`config.mk`:
```
export PLATFORM = sky130hd
export DESIGN_NAME = csel_unit
export DESIGN_NICKNAME = d
export VERILOG_FILES = /design/src/rtl/csel_pkg.sv /design/src/rtl/csel_cond_eval.sv /design/src/rtl/csel_fallback.sv /design/src/rtl/csel_sub_flags.sv /design/src/rtl/csel_unit.sv
export SDC_FILE = /design/constraint.sdc
export NUM_CORES = 1
export LEC_CHECK = 0
export BUFFER_PORTS_ARGS = -buffer_cell sky130_fd_sc_hd__clkbuf_2
export CORE_MARGIN = 2
export CORE_UTILIZATION = 23
export DETAILED_ROUTE_END_ITERATION = 8
export GPL_TIMING_DRIVEN = 0
export PLACE_DENSITY_LB_ADDON = 0.3
export SLEW_MARGIN = 10
export SYNTH_ARGS = -nofsm -noshare
export SYNTH_HDL_FRONTEND = slang
export SYNTH_SLANG_ARGS = --single-unit
```
`constraint.sdc`:
```
create_clock -name clk -period 1.7 [get_ports clk]
set_input_delay 0.17 -clock clk [delete_from_list [all_inputs] [get_ports clk]]
set_output_delay 0.17 -clock clk [all_outputs]
set_load 0.05 [all_outputs]
```
`src/rtl/csel_pkg.sv`:
```
package csel_pkg;

  typedef enum logic [2:0] {
    OP_SEL  = 3'd0,
    OP_SINC = 3'd1,
    OP_SINV = 3'd2,
    OP_SNEG = 3'd3,
    OP_SET1 = 3'd4,
    OP_SETM = 3'd5,
    OP_CCMP = 3'd6,
    OP_RSVD = 3'd7
  } csel_op_e;

  typedef struct packed {
    logic n;
    logic z;
    logic c;
    logic v;
  } nzcv_t;

endpackage

```
`src/rtl/csel_cond_eval.sv`:
```
module csel_cond_eval
  import csel_pkg::*;
(
  input  logic [3:0] cond,
  input  nzcv_t      flags,
  output logic       holds
);

  logic base;

  // Even codes test the predicate, odd codes its inverse; 111x is always.
  always_comb begin
    unique case (cond[3:1])
      3'd0:    base = flags.z;
      3'd1:    base = flags.c;
      3'd2:    base = flags.n;
      3'd3:    base = flags.v;
      3'd4:    base = flags.c & ~flags.z;
      3'd5:    base = (flags.n == flags.v);
      3'd6:    base = ~flags.z & (flags.n == flags.v);
      default: base = 1'b1;
    endcase
    holds = (cond[3:1] == 3'b111) ? 1'b1 : (base ^ cond[0]);
  end

endmodule

```
`src/rtl/csel_fallback.sv`:
```
module csel_fallback
  import csel_pkg::*;
#(
  parameter int W = 64
) (
  input  csel_op_e       op,
  input  logic [W-1:0]   b,
  output logic [W-1:0]   alt
);

  localparam logic [W-1:0] ONE = {{(W-1){1'b0}}, 1'b1};

  always_comb begin
    unique case (op)
      OP_SINC: alt = b + ONE;
      OP_SINV: alt = ~b;
      OP_SNEG: alt = (~b) + ONE;
      default: alt = b;
    endcase
  end

endmodule

```
`src/rtl/csel_sub_flags.sv`:
```
module csel_sub_flags
  import csel_pkg::*;
#(
  parameter int W  = 64,
  parameter int NW = 32
) (
  input  logic [W-1:0] a,
  input  logic [W-1:0] b,
  input  logic         narrow,
  output nzcv_t        flags
);

  logic [W:0] wsum;
  nzcv_t      wide_f;

  assign wsum = {1'b0, a} + {1'b0, ~b} + {{W{1'b0}}, 1'b1};

  always_comb begin
    wide_f.n = wsum[W-1];
    wide_f.z = (wsum[W-1:0] == '0);
    wide_f.c = wsum[W];
    wide_f.v = (a[W-1] ^ b[W-1]) & (wsum[W-1] ^ a[W-1]);
  end

  generate
    if (NW < W) begin : g_narrow
      logic [NW:0] nsum;
      nzcv_t       nar_f;

      assign nsum = {1'b0, a[NW-1:0]} + {1'b0, ~b[NW-1:0]} + {{NW{1'b0}}, 1'b1};

      always_comb begin
        nar_f.n = nsum[NW-1];
        nar_f.z = (nsum[NW-1:0] == '0);
        nar_f.c = nsum[NW];
        nar_f.v = (a[NW-1] ^ b[NW-1]) & (nsum[NW-1] ^ a[NW-1]);
      end

      assign flags = narrow ? nar_f : wide_f;
    end else begin : g_wide_only
      assign flags = wide_f;
    end
  endgenerate

endmodule

```
`src/rtl/csel_unit.sv`:
```
module csel_unit
  import csel_pkg::*;
#(
  parameter int DATA_W   = 64,
  parameter int NARROW_W = 32
) (
  input  logic              clk,
  input  logic              rst_n,
  input  logic              in_valid,
  input  logic [2:0]        op,
  input  logic [3:0]        cond,
  input  logic              narrow,
  input  logic [DATA_W-1:0] opa,
  input  logic [DATA_W-1:0] opb,
  input  logic [3:0]        imm_nzcv,
  input  logic [3:0]        flags_in,
  output logic              res_valid,
  output logic [DATA_W-1:0] result,
  output logic [3:0]        flags_out,
  output logic              flags_wr
);

  localparam int HI_W = DATA_W - NARROW_W;
  localparam logic [DATA_W-1:0] ONE = {{(DATA_W-1){1'b0}}, 1'b1};

  csel_op_e          op_e;
  nzcv_t             cur_f;
  nzcv_t             cmp_f;
  logic              holds;
  logic [DATA_W-1:0] alt_b;
  logic [DATA_W-1:0] raw_res;
  logic [DATA_W-1:0] res_d;
  nzcv_t             flags_d;
  logic              wr_d;

  logic [DATA_W-1:0] res_q;
  nzcv_t             flags_q;
  logic              wr_q;
  logic              valid_q;

  assign op_e  = csel_op_e'(op);
  assign cur_f = nzcv_t'(flags_in);

  csel_cond_eval u_cond (
    .cond  (cond),
    .flags (cur_f),
    .holds (holds)
  );

  csel_fallback #(.W(DATA_W)) u_alt (
    .op  (op_e),
    .b   (opb),
    .alt (alt_b)
  );

  csel_sub_flags #(.W(DATA_W), .NW(NARROW_W)) u_cmp (
    .a      (opa),
    .b      (opb),
    .narrow (narrow),
    .flags  (cmp_f)
  );

  // Next-state selection.
  always_comb begin
    raw_res = '0;
    flags_d = cur_f;
    wr_d    = 1'b0;
    unique case (op_e)
      OP_SET1: raw_res = holds ? ONE : '0;
      OP_SETM: raw_res = holds ? '1 : '0;
      OP_CCMP: begin
        raw_res = '0;
        wr_d    = 1'b1;
        flags_d = holds ? cmp_f : nzcv_t'(imm_nzcv);
      end
      default: raw_res = holds ? opa : alt_b;
    endcase
  end

  generate
    if (NARROW_W < DATA_W) begin : g_zext
      assign res_d = narrow ? {{HI_W{1'b0}}, raw_res[NARROW_W-1:0]} : raw_res;
    end else begin : g_full
      assign res_d = raw_res;
    end
  endgenerate

  // Output registers, loaded only on an accepted operation.
  always_ff @(posedge clk or negedge rst_n) begin
    if (!rst_n) begin
      res_q   <= '0;
      flags_q <= '0;
      wr_q    <= 1'b0;
      valid_q <= 1'b0;
    end else begin
      valid_q <= in_valid;
      if (in_valid) begin
        res_q   <= res_d;
        flags_q <= flags_d;
        wr_q    <= wr_d;
      end
    end
  end

  assign res_valid = valid_q;
  assign result    = res_q;
  assign flags_out = flags_q;
  assign flags_wr  = wr_q;

endmodule

```
== After elaboration in Yosys (flattened, before gate mapping) ==
Index checks and enable logic that the tools add are counted.
Word-level totals
  register bits: 70
  input bits: 147
  output and inout port bits: 70
  logic and storage cells: 54
Cells by class
  add/sub/neg operators: 6
  equality and inequality tests: 14
  muxes and demuxes: 12
  bitwise operators: 12
  reductions and logical operators: 3
Operators by type and width (count)
  64-bit case mux with 3 select lines: 2
  64-bit two-way mux: 3
  64-bit by 1-bit adder with 64-bit output (second input constant): 2
  64-bit by 64-bit adder with 65-bit output: 1
  65-bit by 1-bit adder with 65-bit output (second input constant): 1
  64-bit zero test: 1
  64-bit inverter: 1
  32-bit by 32-bit adder with 33-bit output: 1
  33-bit by 1-bit adder with 33-bit output (second input constant): 1
  32-bit zero test: 1
  32-bit inverter: 1
  3-bit equality test (second input constant): 7
  3-bit by 2-bit equality test with 1-bit output (second input constant): 4
  4-bit two-way mux: 3
  1-bit case mux with 7 select lines: 1
  3-bit by 1-bit equality test with 1-bit output (second input constant): 2
  1-bit XOR: 5
  1-bit bitwise AND: 4
  3-bit zero test: 1
  1-bit two-way mux: 3
  1-bit equality test: 1
  1-bit inverter: 1

== Depth between registers and ports, before layout ==
Gate-level depths: netlist of the first run.
  depth after elaboration: 8
  gate-level depth with buffers: 16
  gate-level depth less buffers: 14

== By module ==
Synthesis of the first run repeated with hierarchy kept, for this count alone.
Unflattened totals
  cell total of the unflattened synthesis: 1718
  area total of the unflattened synthesis: 12639.6 um2
Modules (own cells, without submodules)
  csel_sub_flags: instances 1, cells an instance 765, area each 4892.2 um2, seq. area each 0.0 um2
  csel_fallback: instances 1, cells an instance 609, area each 3832.4 um2, seq. area each 0.0 um2
  csel_unit: instances 1, cells an instance 324, area each 3773.6 um2, seq. area each 1751.7 um2
  csel_cond_eval: instances 1, cells an instance 20, area each 141.4 um2, seq. area each 0.0 um2

== Worst setup path before layout of the first run ==
Ideal clock, no wire load.
  kind: input to register
  start point: input port opb[26]
  end point: register flags_q, in the netlist flags_out[0]
  library setup time: 0.140 ns
  data arrival time: 3.307 ns
  required time: 1.560 ns
  setup slack: -1.747 ns
  cell stages on the path: 16
  buffers on the path: 2
  cell sequence: clkbuf_1 > inv_1 > ha_1 > clkbuf_1 > a21oi_1 > o21ai_0 > a221oi_1 > nand2_1 > a41oi_1 > o21ai_0 > a21oi_1 > o21ai_0 > xnor2_1 > nor2_1 > a2111oi_0 > a211oi_1
On the way
  longest elaborated chain between the ends: 8
  elaborated cells between the ends (all ways): 13
  those cells by class: add/sub: 4; mux: 3; bitwise: 6
Ends and longest elaborated chain
  start, declared: line csel_unit.sv:14  | input logic [DATA_W-1:0] opb,
  64-bit inverter or 32-bit inverter (tied branches): line csel_sub_flags.sv:16, csel_sub_flags.sv:30
  64-bit by 64-bit adder with 65-bit output or 32-bit by 32-bit adder with 33-bit output (tied branches): line csel_sub_flags.sv:16, csel_sub_flags.sv:30
  65-bit by 1-bit adder with 65-bit output or 33-bit by 1-bit adder with 33-bit output (tied branches): line csel_sub_flags.sv:16, csel_sub_flags.sv:30
  1-bit XOR (on tied branches): line csel_sub_flags.sv:22, csel_sub_flags.sv:36
  1-bit bitwise AND (on tied branches): line csel_sub_flags.sv:22, csel_sub_flags.sv:36
  4-bit two-way mux (*): line csel_sub_flags.sv:39  | assign flags = narrow ? nar_f : wide_f;
  4-bit two-way mux (*): line csel_unit.sv:74  | flags_d = holds ? cmp_f : nzcv_t'(imm_nzcv);
  4-bit two-way mux (*): line csel_unit.sv:68  | unique case (op_e)
  end signal, assigned: line csel_unit.sv:99  | flags_q <= flags_d;
  end, declared: line csel_unit.sv:37  | nzcv_t flags_q;
Every way passes the cells marked *; elsewhere a longest branch is shown, timed or not.
A chain may end at the register's enable or synchronous reset.

== Final worst setup path of the first run ==
  start point: input port opb[31]
  end point: register flags_q, in the netlist flags_out[2]
On the way
  longest elaborated chain between the ends: 7
  elaborated cells between the ends (all ways): 11
  those cells by class: add/sub: 4; mux: 3; bitwise: 2; reduce/logical: 2
Ends and longest elaborated chain (line)
  64-bit inverter or 32-bit inverter (tied branches): csel_sub_flags.sv:16, csel_sub_flags.sv:30
  64-bit by 64-bit adder with 65-bit output or 32-bit by 32-bit adder with 33-bit output (tied branches): csel_sub_flags.sv:16, csel_sub_flags.sv:30
  65-bit by 1-bit adder with 65-bit output or 33-bit by 1-bit adder with 33-bit output (tied branches): csel_sub_flags.sv:16, csel_sub_flags.sv:30
  64-bit zero test or 32-bit zero test (tied branches): csel_sub_flags.sv:20, csel_sub_flags.sv:34
  4-bit two-way mux (*): csel_sub_flags.sv:39
  4-bit two-way mux (*): csel_unit.sv:74
  4-bit two-way mux (*): csel_unit.sv:68
Marked as above.

==> impl_results.md, run 1 <==
* Status: complete, but fails checks
* Failing checks: negative setup slack
* Number of CTS-inserted buffers at 9
* VDD IR-drop max at 0.427 mV
* Reg clk slew, reported paths at 0.07 ns
* Top cell type's share of synthesized area at 0.155
* Synth Instances at 1703
* Fraction of layout instances using a drive strength above 1 at 0.368
* Crit path arrival time at 3.68 ns
* Global route total overflow at 0
* Slew margin rel. at 0.327
* Via count at 15282
* Root buffer cell: clkbuf_16
* Max stage delay on crit path at 0.43 ns
* DP Wirelength at 52300 µm
* Crit-path slowest cell: nor4_4
* Top cells by count, synth: a21oi_1 (201), nor2_1 (163), nand2_1 (158), o21ai_0 (153), inv_1 (99)
* Pre-CTS setup slack at -2.74 ns
* Internal Power at 5.48 mW
* # rows at 81
* Seq cells post-synth at 70
* Sequential area share after synthesis at 0.155
* CP top delay family: compound AO/OA/AOI/OAI gates
* Worst Path Max Fanout at 8
* Switching Fraction at 0.484
* CTS tree: done
* Worst setup EP type: flop
* Tightest Pin Transition at 1.01 ns
* DR pass1 iterations at 6
* # setup viols final at 68
* DRT iter0 DRCs at 1562
* Die Area at 51000 µm²
* I/O pins at 217
* Skew-Pair Late Insertion Delay at 0.37 ns
* Clock Sinks at 70
* CORE AREA at 48700 µm²
* Hold Fails Final Rpt at 0
* Final net count at 2221
* Worst hold slack at 0.142 ns
* DRC viols at 0
* Synth-to-layout area growth at 53.2%
* Synth async-reset ratio at 1.00
* Antenna diode count at 0
* Post-synth EDFFs at 0
* Main synth FF type: dfrtp_1
* GRT Util Overall at 0.250
* Routed wire length at 65600 µm
* Fmax at 0.297 GHz
* Leakage at 7.03 nW
* Final min period at 3.37 ns
* CTS max path bufs at 2
* Tot Pwr at 10.6 mW
* Synth Cell Area at 11300 µm²
* Final slew viol count at 0
* CP required at 2.01 ns
* Flop pwr share at 0.190
* Yosys warnings at 0
* Count of different cell masters after synthesis at 81
* Final Worst Setup Slack at -1.67 ns
* Critical path class: in2reg
* Area leader, netlist: dfrtp_1
* PwrDens at 612 nW/µm²
* P_sw at 5.14 mW
* Post-route ant nets at 0
* Crit-path cells: clkbuf_2, inv_1, ha_4, a21oi_2, o21a_1, o211ai_1, buf_4, a211oi_4, nor4_1, nor3_1, o21a_1, xor2_1, nand4_1, nor4_4, nand4_1, a31oi_1
* Number of global-route vias before repair at 14719
* Worst Path Buf+Inv at 3
* Chip width at 226 µm
* Max-cap viol count at 0
* Worst hold path type: in2reg
* H-tree depth at 3
* Post-synthesis area per instance at 6.65 µm²
* Startpoint Class: primary input
* Top post-synthesis cells by area: dfrtp_1 (15%), a21oi_1 (8.9%), ha_1 (7.1%), xnor2_1 (6.9%), o21ai_0 (6.8%)
* Fin crit share at 1.98
* Clock Power Share at 0.212
* Reg2reg setup slack at 0.67 ns
* Syn_nets at 1914
* Initial core utilization at 0.232
* Fin Clk Skew at 0 ns
* Die H at 226 µm
* GP Congestion at 0.968
* Most common cell in the netlist: a21oi_1
* Unrepaired setup endpoints after global routing: true
* Port bufs at 207
* Vias per cell at 5.70
* Pin count of the biggest net entering global routing at 41
* DR WL/cell at 24.5 µm
* Initial antenna violation count at 0
* Comb power frac at 0.597
* First-pass GRT wire length at 94800 µm
## timing repair
| item | in CTS | in global routing |
|---|---|---|
| endpoints found under the hold margin | 31 | 0 |
| hold buffers | 2 | 0 |
| endpoints found under the setup margin | 68 | 68 |
| buffers inserted | 69 | 32 |
| pin swaps | 101 | 96 |
| resized for setup | 311 | 175 |
| gates cloned | 3 | 1 |
## path summary, 6_finish.rpt
check | cells after the start | endpoint | startpoint
max | 16 | flags_out[2]$_DFFE_PN0P_ | opb[31]
min reg2reg | 1 | result[59]$_DFFE_PN0P_ | result[59]$_DFFE_PN0P_
min | 3 | result[57]$_DFFE_PN0P_ | opa[57]
min in group asynchronous | 2 | result[20]$_DFFE_PN0P_ | rst_n
max reg2reg | 3 | flags_out[2]$_DFFE_PN0P_ | flags_out[2]$_DFFE_PN0P_
max in group asynchronous | 3 | result[62]$_DFFE_PN0P_ | rst_n
## state kept, by name (all words and copies together) (netlist names)
signal / cells
flags_wr: 1
res_valid: 1
flags_out: 4
result: 64
## per-layer routing
metal | wire length, µm | global-route usage
met5 | 0 | 0
met3 | 4980 | 0.0416
met1 | 28000 | 0.332
met4 | 2670 | 0.0940
met2 | 30000 | 0.406
## power groups by stage
stage                     sequential [mW]  clock, mW  combinational, mW
after floorplan                      2.77          0               2.82
after global placement               2.05          0               5.27
after detailed placement             2.05          0               5.30
after CTS                            2.02       2.30               5.96
after global routing                 2.05       2.37               6.71
final                                2.02       2.26               6.34
## cells by family (layout without fill, tap and decap cells)
group           after synthesis  after routing  share of synthesized area
compound gates              625            625                      0.345
xor+xnor                    112            112                     0.0866
fa+ha+maj                    64             64                     0.0707
buf+inv                     215            527                     0.0737
flops                        70             70                      0.155
mux                          12             12                     0.0120
simple gates                605            605                      0.258
## cells in the final DEF (no fill, tap or decap), drive strengths merged, types with 8 or more instances in the layout
cell type,count
clkbuf,286
a21oi,201
nor2,164
o21ai,159
nand2,158
buf,132
inv,100
xnor2,89
nor3,73
dfrtp,70
ha,64
nand4,46
nand3,44
a21o,41
nor4,29
o21a,28
a31oi,27
xor2,23
and3,17
o221ai,17
o22ai,15
a211oi,15
o211ai,14
o31ai,14
or3,14
or2,12
nand2b,10
o2111ai,10
or4,10
and2,10
a2111oi,10
o21bai,9
mux2i,8
## layout make-up
class                           count  area, µm²
Tap cell                          664        831
Multi-Input combinational cell   1418      10900
Timing Repair Buffer              311       2180
Clock buffer                       11        253
Clock inverter                      5       81.3
Sequential cell                    70       1750
Fill cell                        5184      31400
Inverter                          101        437
Buffer                             99        935
## tightest hold or removal path: cells and delay by family
family / cells / cell delay [ns]
AO/OA/AOI/OAI: 2 / 0.22
buffers and inverters: 1 / 0.10
## through the flow
stage / instances / setup TNS [ns] / utilization / cell area (µm²)
global route: 2679 / -59.14 / 0.356 / 17400
floorplan: 1703 / -39.89 / - / 12400
CTS: 2650 / -47.99 / 0.338 / 16500
detailed placement: 2575 / -101.05 / 0.293 / 14300
finish: 2679 / -52.38 / 0.356 / 17400
global placement: 2574 / -120.17 / 0.293 / 14300
(Power assumes the default switching activity.)
==> run 2, diff against run 1 <==
Settings changed: BUFFER_PORTS_ARGS -buffer_cell sky130_fd_sc_hd__clkbuf_2 to not set, DONT_BUFFER_PORTS set to 1.
==> run 2 against run 1 <==
  * The run ends with negative hold slack, negative setup slack left
  * Cell count down 6.8%
  * Global-route usage down 0.32 points
  * Non-clock buffer count down 185
  * Sequential share of layout area up 0.42 points
  * Highest routed layer is now met5
==> impl_results.md, run 2 (synthesized netlist as in run 1, its figures left out) <==
* Status: complete, but fails checks (unchanged)
* Failing checks: negative hold slack, negative setup slack (was negative setup slack)
* Crit path arrival time at 3.46 ns (was 3.68 ns)
* Non-filler cells, final at 2496 (was 2679)
* Die H at 226 µm (unchanged)
* Fraction of layout instances using a drive strength above 1 at 0.315 (was 0.368)
* Chip width at 226 µm (unchanged)
* Number of CTS-inserted buffers at 9 (unchanged)
* # rows at 81 (unchanged)
* DR WL/cell at 26.4 µm (was 24.5 µm)
* Vias per cell at 5.83 (was 5.70)
* Reg2reg setup slack at 0.30 ns (was 0.67 ns)
* Via count at 14541 (was 15282)
* DR pass1 iterations at 6 (unchanged)
* Startpoint Class: primary input (unchanged)
* CP top delay family: simple AND/OR/NAND/NOR gates (was compound AO/OA/AOI/OAI gates)
* Crit-path cells: clkbuf_16, inv_4, ha_4, nand4_1, or3_4, or4_1, o21a_1, buf_4, o41ai_2, xor2_1, nor4_1, nand4_1, a31oi_1 (was clkbuf_2, inv_1, ha_4, a21oi_2, o21a_1, o211ai_1, buf_4, a211oi_4, nor4_1, nor3_1, o21a_1, xor2_1, nand4_1, nor4_4, nand4_1, a31oi_1)
* Fin crit share at 1.86 (was 1.98)
* Worst hold slack at -0.518 ns (was 0.142 ns)
* Final slew viol count at 0 (unchanged)
* DP Wirelength at 52000 µm (was 52300 µm)
* Final min period at 3.16 ns (was 3.37 ns)
* Final net count at 2036 (was 2221)
* Post-route ant nets at 0 (unchanged)
* Dpl cells at 2367 (was 2575)
* Critical path class: in2reg (unchanged)
* GRT Util Overall at 0.247 (was 0.250)
* Unrepaired setup endpoints after global routing: true (unchanged)
* Die Area at 51000 µm² (unchanged)
* Critical R2R Launch: result[62]$_DFFE_PN0P_ (was flags_out[2]$_DFFE_PN0P_)
* VDD IR-drop max at 0.470 mV (was 0.427 mV)
* CTS tree: done (unchanged)
* Max stage delay on crit path at 0.53 ns (was 0.43 ns)
* Number of global-route vias before repair at 13832 (was 14719)
* Routed wire length at 65900 µm (was 65600 µm)
* Max reg flops at 64 (unchanged)
* Tightest Pin Transition at 1.03 ns (was 1.01 ns)
* Post-layout util at 0.342 (was 0.356)
* Most used cell, CP: nand4_1
* Synth-to-layout area growth at 47.2% (was 53.2%)
* Fmax at 0.317 GHz (was 0.297 GHz)
* H-tree depth at 3 (unchanged)
* Tot Pwr at 10.3 mW (was 10.6 mW)
* Fin Clk Skew at 0 ns (unchanged)
* Commonest non-fill, non-tap cells in the layout: nor2_1 (142), nand2_1 (134), a21oi_1 (127), buf_4 (86), inv_1 (84) (was clkbuf_2 (198), nand2_1 (142), nor2_1 (141), a21oi_1 (128), xnor2_1 (79))
* I/O pins at 217 (unchanged)
* Worst r2r path cells at 3 (unchanged)
* DRT iter0 DRCs at 1346 (was 1562)
* Global route total overflow at 0 (unchanged)
* Root buffer cell: clkbuf_16 (unchanged)
* GP Congestion at 0.988 (was 0.968)
* Max-cap viol count at 0 (unchanged)
* R2r endpoint: result[62]$_DFFE_PN0P_ (was flags_out[2]$_DFFE_PN0P_)
* Slew margin rel. at 0.311 (was 0.327)
* Final Worst Setup Slack at -1.46 ns (was -1.67 ns)
* Reg clk slew, reported paths at 0.07 ns (about the same)
* Crit-path slowest cell: or4_1 (was nor4_4)
* CP required at 2.00 ns (was 2.01 ns)
* Worst Path Buf+Inv at 3 (unchanged)
* Port bufs at 0 (was 207)
* CORE AREA at 48700 µm² (unchanged)
* Skew-Pair Late Insertion Delay at 0.37 ns (about the same)
* Worst Path Max Fanout at 10 (was 8)
* Hold Fails Final Rpt at 70 (was 0)
* Clock Sinks at 70 (unchanged)
* Initial antenna violation count at 2 (was 0)
* Pre-CTS setup slack at -2.68 ns (was -2.74 ns)
* Critical path depth in cells at 13 (was 16)
* # setup viols final at 68 (unchanged)
* Initial core utilization at 0.232 (unchanged)
* Worst hold path type: in2async (was in2reg)
* Commonest non-fill, non-tap cell in the layout: nor2_1 (was clkbuf_2)
* First-pass GRT wire length at 93000 µm (was 94800 µm)
* PwrDens at 619 nW/µm² (was 612 nW/µm²)
* CTS max path bufs at 2 (unchanged)
* DRC viols at 0 (unchanged)
* Pin count of the biggest net entering global routing at 71 (was 41)
* Leakage at 6.31 nW (was 7.03 nW)
* Worst setup EP type: flop (unchanged)
==> run 2: worst register-to-register path, delay by kind of cell, from the launching register on <==
family,cells,cell delay [ns]
and+or+nand+nor,2,0.58
DFF,1,0.56
AOI/OAI and AO/OA,1,0.13
==> run 2: worst max path at each step <==
| stage | start | end | slack, ns |
|---|---|---|---|
| after global routing | opb[10] | flags_out[2]$_DFFE_PN0P_ | -1.53 |
| after floorplan | opb[42] | flags_out[2]$_DFFE_PN0P_ | -1.05 |
| after global placement | opb[58] | flags_out[2]$_DFFE_PN0P_ | -2.71 |
| final | opb[45] | flags_out[2]$_DFFE_PN0P_ | -1.46 |
| after detailed placement | opb[58] | flags_out[2]$_DFFE_PN0P_ | -2.68 |
| after CTS | opb[46] | flags_out[2]$_DFFE_PN0P_ | -1.47 |
==> run 2: power breakdown <==
group / internal [mW] / leakage, nW / switching, mW
clock: 1.59 / 0.176 / 0.870
sequential: 1.86 / 0.863 / 0.964
combinational: 2.06 / 5.28 / 2.97
total: 5.51 / 6.31 / 4.81
==> run 2: repair_timing <==
item	4_1_cts	5_1_grt
hold endpoints to repair	72	71
setup endpoints to repair	68	68
setup buffers	68	62
gates resized for setup	244	239
gates cloned	0	2
hold buffers	2	1
pin swaps	87	199
==> run 2: final cells by class <==
cell class                      count  area, µm²
Clock inverter                      7        145
Inverter                          101        437
Buffer                             94        906
Antenna cell                        2       5.00
Tap cell                          664        831
Multi-Input combinational cell   1418      11200
Sequential cell                    70       1750
Fill cell                        5204      32100
Timing Repair Buffer              131       1220
Clock buffer                        9        225
==> run 2: routing by layer <==
layer / up-vias / track usage / share of wire
li1: 6540 / - / -
met1: 7071 / 0.302 / 0.39
met2: 794 / 0.400 / 0.45
met3: 134 / 0.0925 / 0.12
met4: 2 / 0.0775 / 0.038
met5: - / 0 / 0.00020
==> run 2: through the flow <==
step	TNS [ns]	area (µm²)
floorplan	-39.89	12400
global placement	-86.20	13200
detailed placement	-87.19	13200
CTS	-36.31	15200
global route	-51.70	16700
finish	-47.29	16700
